<file path="src/rtl/stat_sio_pkg.sv">
package stat_sio_pkg;
  localparam int unsigned STAT_W = 8;
  localparam int unsigned FLAG_N = 3;
  localparam int unsigned IE_POS = FLAG_N;
  localparam int unsigned SA_POS = IE_POS + 1;
  localparam int unsigned SB_POS = SA_POS + 1;
endpackage

</file>
<file path="src/rtl/rst_release.sv">
module rst_release #(
  parameter int unsigned DEPTH = 2
) (
  input  logic clk,
  input  logic rst_n,
  output logic rst_n_q
);
  logic [DEPTH-1:0] chain_q;

  always_ff @(posedge clk or negedge rst_n) begin
    if (!rst_n) chain_q <= '0;
    else        chain_q <= {chain_q[DEPTH-2:0], 1'b1};
  end

  assign rst_n_q = chain_q[DEPTH-1];
endmodule

</file>
<file path="src/rtl/sense_sync.sv">
module sense_sync #(
  parameter int unsigned WIDTH  = 2,
  parameter int unsigned STAGES = 2
) (
  input  logic             clk,
  input  logic             rst_n,
  input  logic [WIDTH-1:0] async_i,
  output logic [WIDTH-1:0] sync_o
);
  logic [WIDTH-1:0] stage_q [STAGES];

  for (genvar s = 0; s < STAGES; s++) begin : g_stage
    logic [WIDTH-1:0] stage_d;
    if (s == 0) begin : g_first
      assign stage_d = async_i;
    end else begin : g_next
      assign stage_d = stage_q[s-1];
    end
    always_ff @(posedge clk or negedge rst_n) begin
      if (!rst_n) stage_q[s] <= '0;
      else        stage_q[s] <= stage_d;
    end
  end

  assign sync_o = stage_q[STAGES-1];
endmodule

</file>
<file path="src/rtl/status_reg.sv">
module status_reg
  import stat_sio_pkg::*;
(
  input  logic              clk,
  input  logic              rst_n,
  input  logic              wr_en,
  input  logic [IE_POS:0]   wr_data,
  input  logic              sense_a,
  input  logic              sense_b,
  output logic [FLAG_N-1:0] flags,
  output logic              ie,
  output logic [STAT_W-1:0] stat_rd
);
  logic [FLAG_N-1:0] flags_d;
  logic              ie_d;

  always_comb begin
    flags_d = flags;
    ie_d    = ie;
    if (wr_en) begin
      flags_d = wr_data[FLAG_N-1:0];
      ie_d    = wr_data[IE_POS];
    end
  end

  always_ff @(posedge clk or negedge rst_n) begin
    if (!rst_n) begin
      flags <= '0;
      ie    <= 1'b0;
    end else begin
      flags <= flags_d;
      ie    <= ie_d;
    end
  end

  always_comb begin
    stat_rd                 = '0;
    stat_rd[FLAG_N-1:0]     = flags;
    stat_rd[IE_POS]         = ie;
    stat_rd[SA_POS]         = sense_a;
    stat_rd[SB_POS]         = sense_b;
  end

  // a write lands in the flags one edge later
  p_write_lands_r2: assert property (@(posedge clk) disable iff (!rst_n)
    wr_en |=> (flags == $past(wr_data[FLAG_N-1:0])) && (ie == $past(wr_data[IE_POS])));
  // no write, no change
  p_flags_hold_r8: assert property (@(posedge clk) disable iff (!rst_n)
    !wr_en |=> $stable(flags) && $stable(ie));
endmodule

</file>
<file path="src/rtl/serial_shifter.sv">
module serial_shifter #(
  parameter int unsigned WIDTH = 8
) (
  input  logic             clk,
  input  logic             rst_n,
  input  logic             shift_en,
  input  logic             ser_in,
  output logic             ser_out,
  output logic [WIDTH-1:0] data_q
);
  logic [WIDTH-1:0] data_d;
  logic             ser_out_d;

  always_comb begin
    data_d    = data_q;
    ser_out_d = ser_out;
    if (shift_en) begin
      data_d    = {ser_in, data_q[WIDTH-1:1]};
      ser_out_d = data_q[0];
    end
  end

  always_ff @(posedge clk or negedge rst_n) begin
    if (!rst_n) begin
      data_q  <= '0;
      ser_out <= 1'b0;
    end else begin
      data_q  <= data_d;
      ser_out <= ser_out_d;
    end
  end

  // the dropped bit appears on the pin, the input bit enters at the top
  p_shift_out_r6: assert property (@(posedge clk) disable iff (!rst_n)
    shift_en |=> (ser_out == $past(data_q[0])) && (data_q[WIDTH-1] == $past(ser_in)));
  // pin is latched between shifts
  p_pin_hold_r7: assert property (@(posedge clk) disable iff (!rst_n)
    !shift_en |=> $stable(ser_out) && $stable(data_q));
endmodule

</file>
<file path="src/rtl/stat_sio_unit.sv">
module stat_sio_unit
  import stat_sio_pkg::*;
#(
  parameter int unsigned SHIFT_W     = 8,
  parameter int unsigned SYNC_STAGES = 2,
  parameter int unsigned RST_STAGES  = 2
) (
  input  logic               clk,
  input  logic               rst_n,
  input  logic               sense_a_i,
  input  logic               sense_b_i,
  input  logic [STAT_W-1:0]  acc_i,
  input  logic               stat_wr_i,
  output logic [STAT_W-1:0]  stat_rd_o,
  input  logic               shift_i,
  input  logic               ser_in_i,
  output logic               ser_out_o,
  output logic [SHIFT_W-1:0] shift_reg_o,
  output logic [FLAG_N-1:0]  flags_o,
  output logic               irq_o
);
  logic       rst_n_int;
  logic [1:0] sense_raw;
  logic [1:0] sense_s;
  logic       ie;
  logic       unused_acc_hi;

  assign unused_acc_hi = ^acc_i[STAT_W-1:IE_POS+1];
  assign sense_raw     = {sense_b_i, sense_a_i};

  rst_release #(.DEPTH(RST_STAGES)) u_rst (
    .clk(clk), .rst_n(rst_n), .rst_n_q(rst_n_int)
  );

  sense_sync #(.WIDTH(2), .STAGES(SYNC_STAGES)) u_sync (
    .clk(clk), .rst_n(rst_n_int), .async_i(sense_raw), .sync_o(sense_s)
  );

  status_reg u_stat (
    .clk(clk), .rst_n(rst_n_int), .wr_en(stat_wr_i),
    .wr_data(acc_i[IE_POS:0]), .sense_a(sense_s[0]), .sense_b(sense_s[1]),
    .flags(flags_o), .ie(ie), .stat_rd(stat_rd_o)
  );

  serial_shifter #(.WIDTH(SHIFT_W)) u_shift (
    .clk(clk), .rst_n(rst_n_int), .shift_en(shift_i), .ser_in(ser_in_i),
    .ser_out(ser_out_o), .data_q(shift_reg_o)
  );

  assign irq_o = sense_s[0] & ie;

  // the request follows the read-back A bit gated by the read-back enable
  p_irq_gated_r5: assert property (@(posedge clk) disable iff (!rst_n_int)
    irq_o == (stat_rd_o[SA_POS] && stat_rd_o[IE_POS]));
  // reserved bits never set
  p_rsvd_zero_r3: assert property (@(posedge clk) disable iff (!rst_n_int)
    stat_rd_o[STAT_W-1:SB_POS+1] == '0);
endmodule

</file>
<file path="config.mk">
export PLATFORM = sky130hd
export DESIGN_NAME = stat_sio_unit
export DESIGN_NICKNAME = d
export VERILOG_FILES = /design/src/rtl/stat_sio_pkg.sv /design/src/rtl/rst_release.sv /design/src/rtl/sense_sync.sv /design/src/rtl/status_reg.sv /design/src/rtl/serial_shifter.sv /design/src/rtl/stat_sio_unit.sv
export SDC_FILE = /design/constraint.sdc
export NUM_CORES = 1
export LEC_CHECK = 0
export BUFFER_PORTS_ARGS = -buffer_cell sky130_fd_sc_hd__buf_2
export CAP_MARGIN = 20
export CORE_MARGIN = 2
export CORE_UTILIZATION = 43
export CTS_CLUSTER_DIAMETER = 150
export DETAILED_ROUTE_END_ITERATION = 10
export GPL_TIMING_DRIVEN = 0
export PLACE_DENSITY = 0.83
export SYNTH_ARGS = -nofsm -noshare
export SYNTH_HDL_FRONTEND = slang
export SYNTH_SLANG_ARGS = --single-unit
export TNS_END_PERCENT = 5
</file>
<file path="constraint.sdc">
create_clock -name clk -period 0.8 [get_ports clk]
set_input_delay 0.04 -clock clk [delete_from_list [all_inputs] [get_ports clk]]
set_output_delay 0.04 -clock clk [all_outputs]
set_load 0.05 [all_outputs]
</file>
==> impl_metrics.ini <==
[worst_setup_path]
cp-end-kind = output pin
crit_path_start_kind = flop
timing.rr.start = u_shift.data_q[1]
worst_r2r_path_depth = 1
rrSetupSlack_ns = -0.02
critPathRequiredTime_ns = 0.76
cp_data_arrival_time_ns = 0.98
r2r-end = u_shift.data_q[1]
crit_path_max_fanout = 3
criticalPathCategory = flop to output pin

[pwr]
leakagePower_nw = 0.561
swShare = 0.387
p_sw_mw = 1.25
pwr-share-comb = 0.446
pwr-share-clk = 0.143
intPower_mw = 1.98
ir_drop_uv = 1770
powerDensity_nw_per_um2 = 2790
power_frac_seq = 0.411

[timing]
rsz0062_at_grt = yes
whs_ns = 0.0504
worst_slack_ns = -0.220
fin_crit_ns = 1.02
fmax_ghz = 0.980
hold_viol_final = 0
maxSlewViolCount = 0
fin_skew_ns = 0.00503
post-route-period-util = 1.28
finalSetupViolCount = 28

[global_route]
grt_pass1_vias = 478
globalRouteMet3Util = 0.0476
grt_pass1_wl_um = 2170
grt_max_degree = 18
use_met1 = 0.168
grtUsageTotal = 0.155
antenna_found_initial = 0
grt-ovfl-total = 0
use_met2 = 0.265
grt_busiest_layer = met2

[die]
core_um2 = 1560
io_pins = 36
die-width_um = 45.5
initial_core_util = 0.475
die_area_um2 = 2070
rows = 14
dieHeight_um = 45.5

[cells_and_area]
fin_cells = 101
syn_to_final_growth_pct = 56.1
drive_gt1_frac = 0.788
n_antenna_cell = 0
fillers = 105
nets = 101

[clock_network]
clk_pin_slew_ns = 0.09
cts_root_buf = clkbuf_4
cts_made_buffers = 3
htreeDepth = 1
clockBufferDepth = 2
clk_latency_ns = 0.29
cts_tree = done
clock-sinks = 19

[placed_design]
dp.final_hpwl_um = 878
dp_cells = 89
gp_congestion = 0.584
io_buffers = 28

[drt]
drtAntennaViolNets = 0
wl_per_cell_um = 12.4
vias_per_cell = 4.51
wirelength_um = 1250
first_pass_iters = 2
via_count = 456
drt_iter0_drc = 4
drc = 0

[synth]
yosysWarnings = 0
syn_area_um2 = 741
ys_ff_latch = 19
avgSynthCellArea_um2 = 16.8
synth_cell_types = 7
synth_cells = 44
yosysSeqAreaShare = 0.642

[run]
cap_viol_max_count = 0

[status]
violations = setup timing
status = finished, violations left

[worst_hold_path]
min_path_type = primary input to asynchronous set/reset pin
==> sequential cells by signal, summed over array words and instances (netlist names) <==
register / flops
u_sync.sync_o: 2
u_rst.chain_q: 2
u_stat.ie: 1
u_shift.ser_out: 1
u_sync.g_stage.stage_d: 2
u_stat.flags: 3
u_shift.data_q: 8
==> cell usage after synthesis <==
cell type | n | share of area
dfrtp_1 | 19 | 0.64
and2_1 | 1 | 0.0085
buf_6 | 1 | 0.015
conb_1 | 2 | 0.010
mux2_4 | 9 | 0.18
mux2_2 | 4 | 0.061
buf_4 | 8 | 0.081
==> final cells by class <==
cell class / instances / area (µm²) / area share
plain buffers: 9 / 78.8 / 0.0682
well taps: 16 / 20.0 / 0.0173
repair buffers: 36 / 339 / 0.293
clock buffers: 4 / 26.3 / 0.0227
multi-input cells: 17 / 200 / 0.173
flip-flops and latches: 19 / 492 / 0.425
==> stage by stage <==
step	setup WS, ns	power (mW)	setup TNS [ns]	util	area [µm²]
6_report	-0.220	3.23	-3.01	0.742	1160
3_3_place_gp	0.0232	2.46	0	0.590	920
2_1_floorplan	-0.115	2.23	-1.36	-	759
3_5_place_dp	-0.00857	2.49	-0.00857	0.590	920
5_1_grt	-0.265	3.37	-3.92	0.742	1160
4_1_cts	-0.223	3.23	-3.23	0.730	1140
==> power groups by stage <==
stage / sequential (mW) / combinational [mW] / clock (mW)
floorplan: 1.82 / 0.410 / 0
global placement: 1.30 / 1.16 / 0
detailed placement: 1.31 / 1.18 / 0
CTS: 1.33 / 1.43 / 0.472
global route: 1.35 / 1.49 / 0.522
finish: 1.33 / 1.44 / 0.461
==> cell families (layout without fill, tap and decap cells) <==
family | after synthesis | count (layout) | share of synthesized area
flops | 19 | 19 | 0.642
mux | 13 | 13 | 0.243
buf+inv | 9 | 49 | 0.0963
other cells | 2 | 3 | 0.0101
simple gates | 1 | 1 | 0.00845
==> routing by layer <==
layer	routed length (µm)	part of all wire
met4	9	0.0072
met3	67	0.053
met2	719	0.57
met5	0	0
met1	456	0.36
==> what timing repair did <==
action                                  CTS  global route
hold endpoints to repair                  9             0
resized for setup                        36             8
buffers inserted                          0             0
hold buffers                              8             0
endpoints found under the setup margin   23            46
==> worst max path at each step <==
| stage | slack, ns | cells past startpoint | endpoint | startpoint |
|---|---|---|---|---|
| after global placement | 0.02 | 1 | u_shift.data_q[1] | u_shift.data_q[1] |
| after detailed placement | -0.009 | 1 | u_shift.data_q[1] | u_shift.data_q[1] |
| after global routing | -0.26 | 2 | stat_rd_o[1] | u_stat.flags[1] |
| after CTS | -0.22 | 2 | irq_o | u_stat.ie |
| after floorplan | -0.12 | 1 | u_shift.data_q[0] | u_shift.data_q[0] |
| final | -0.22 | 2 | stat_rd_o[1] | u_stat.flags[1] |
==> layout by cell type, fill, tap and decap left out <==
cell type / n
and2_4: 1
buf_2: 9
buf_4: 8
buf_6: 18
buf_8: 2
clkbuf_1: 1
clkbuf_4: 3
conb_1: 3
dfrtp_1: 6
dfrtp_2: 13
dlygate4sd3_1: 8
mux2_2: 4
mux2_4: 9
==> worst max-delay path: stages, from the launching register on <==
cell and delay, ns:
dfrtp_2 0.43, buf_6 0.12, buf_8 0.14
Power figures use the tool's default switching activity.
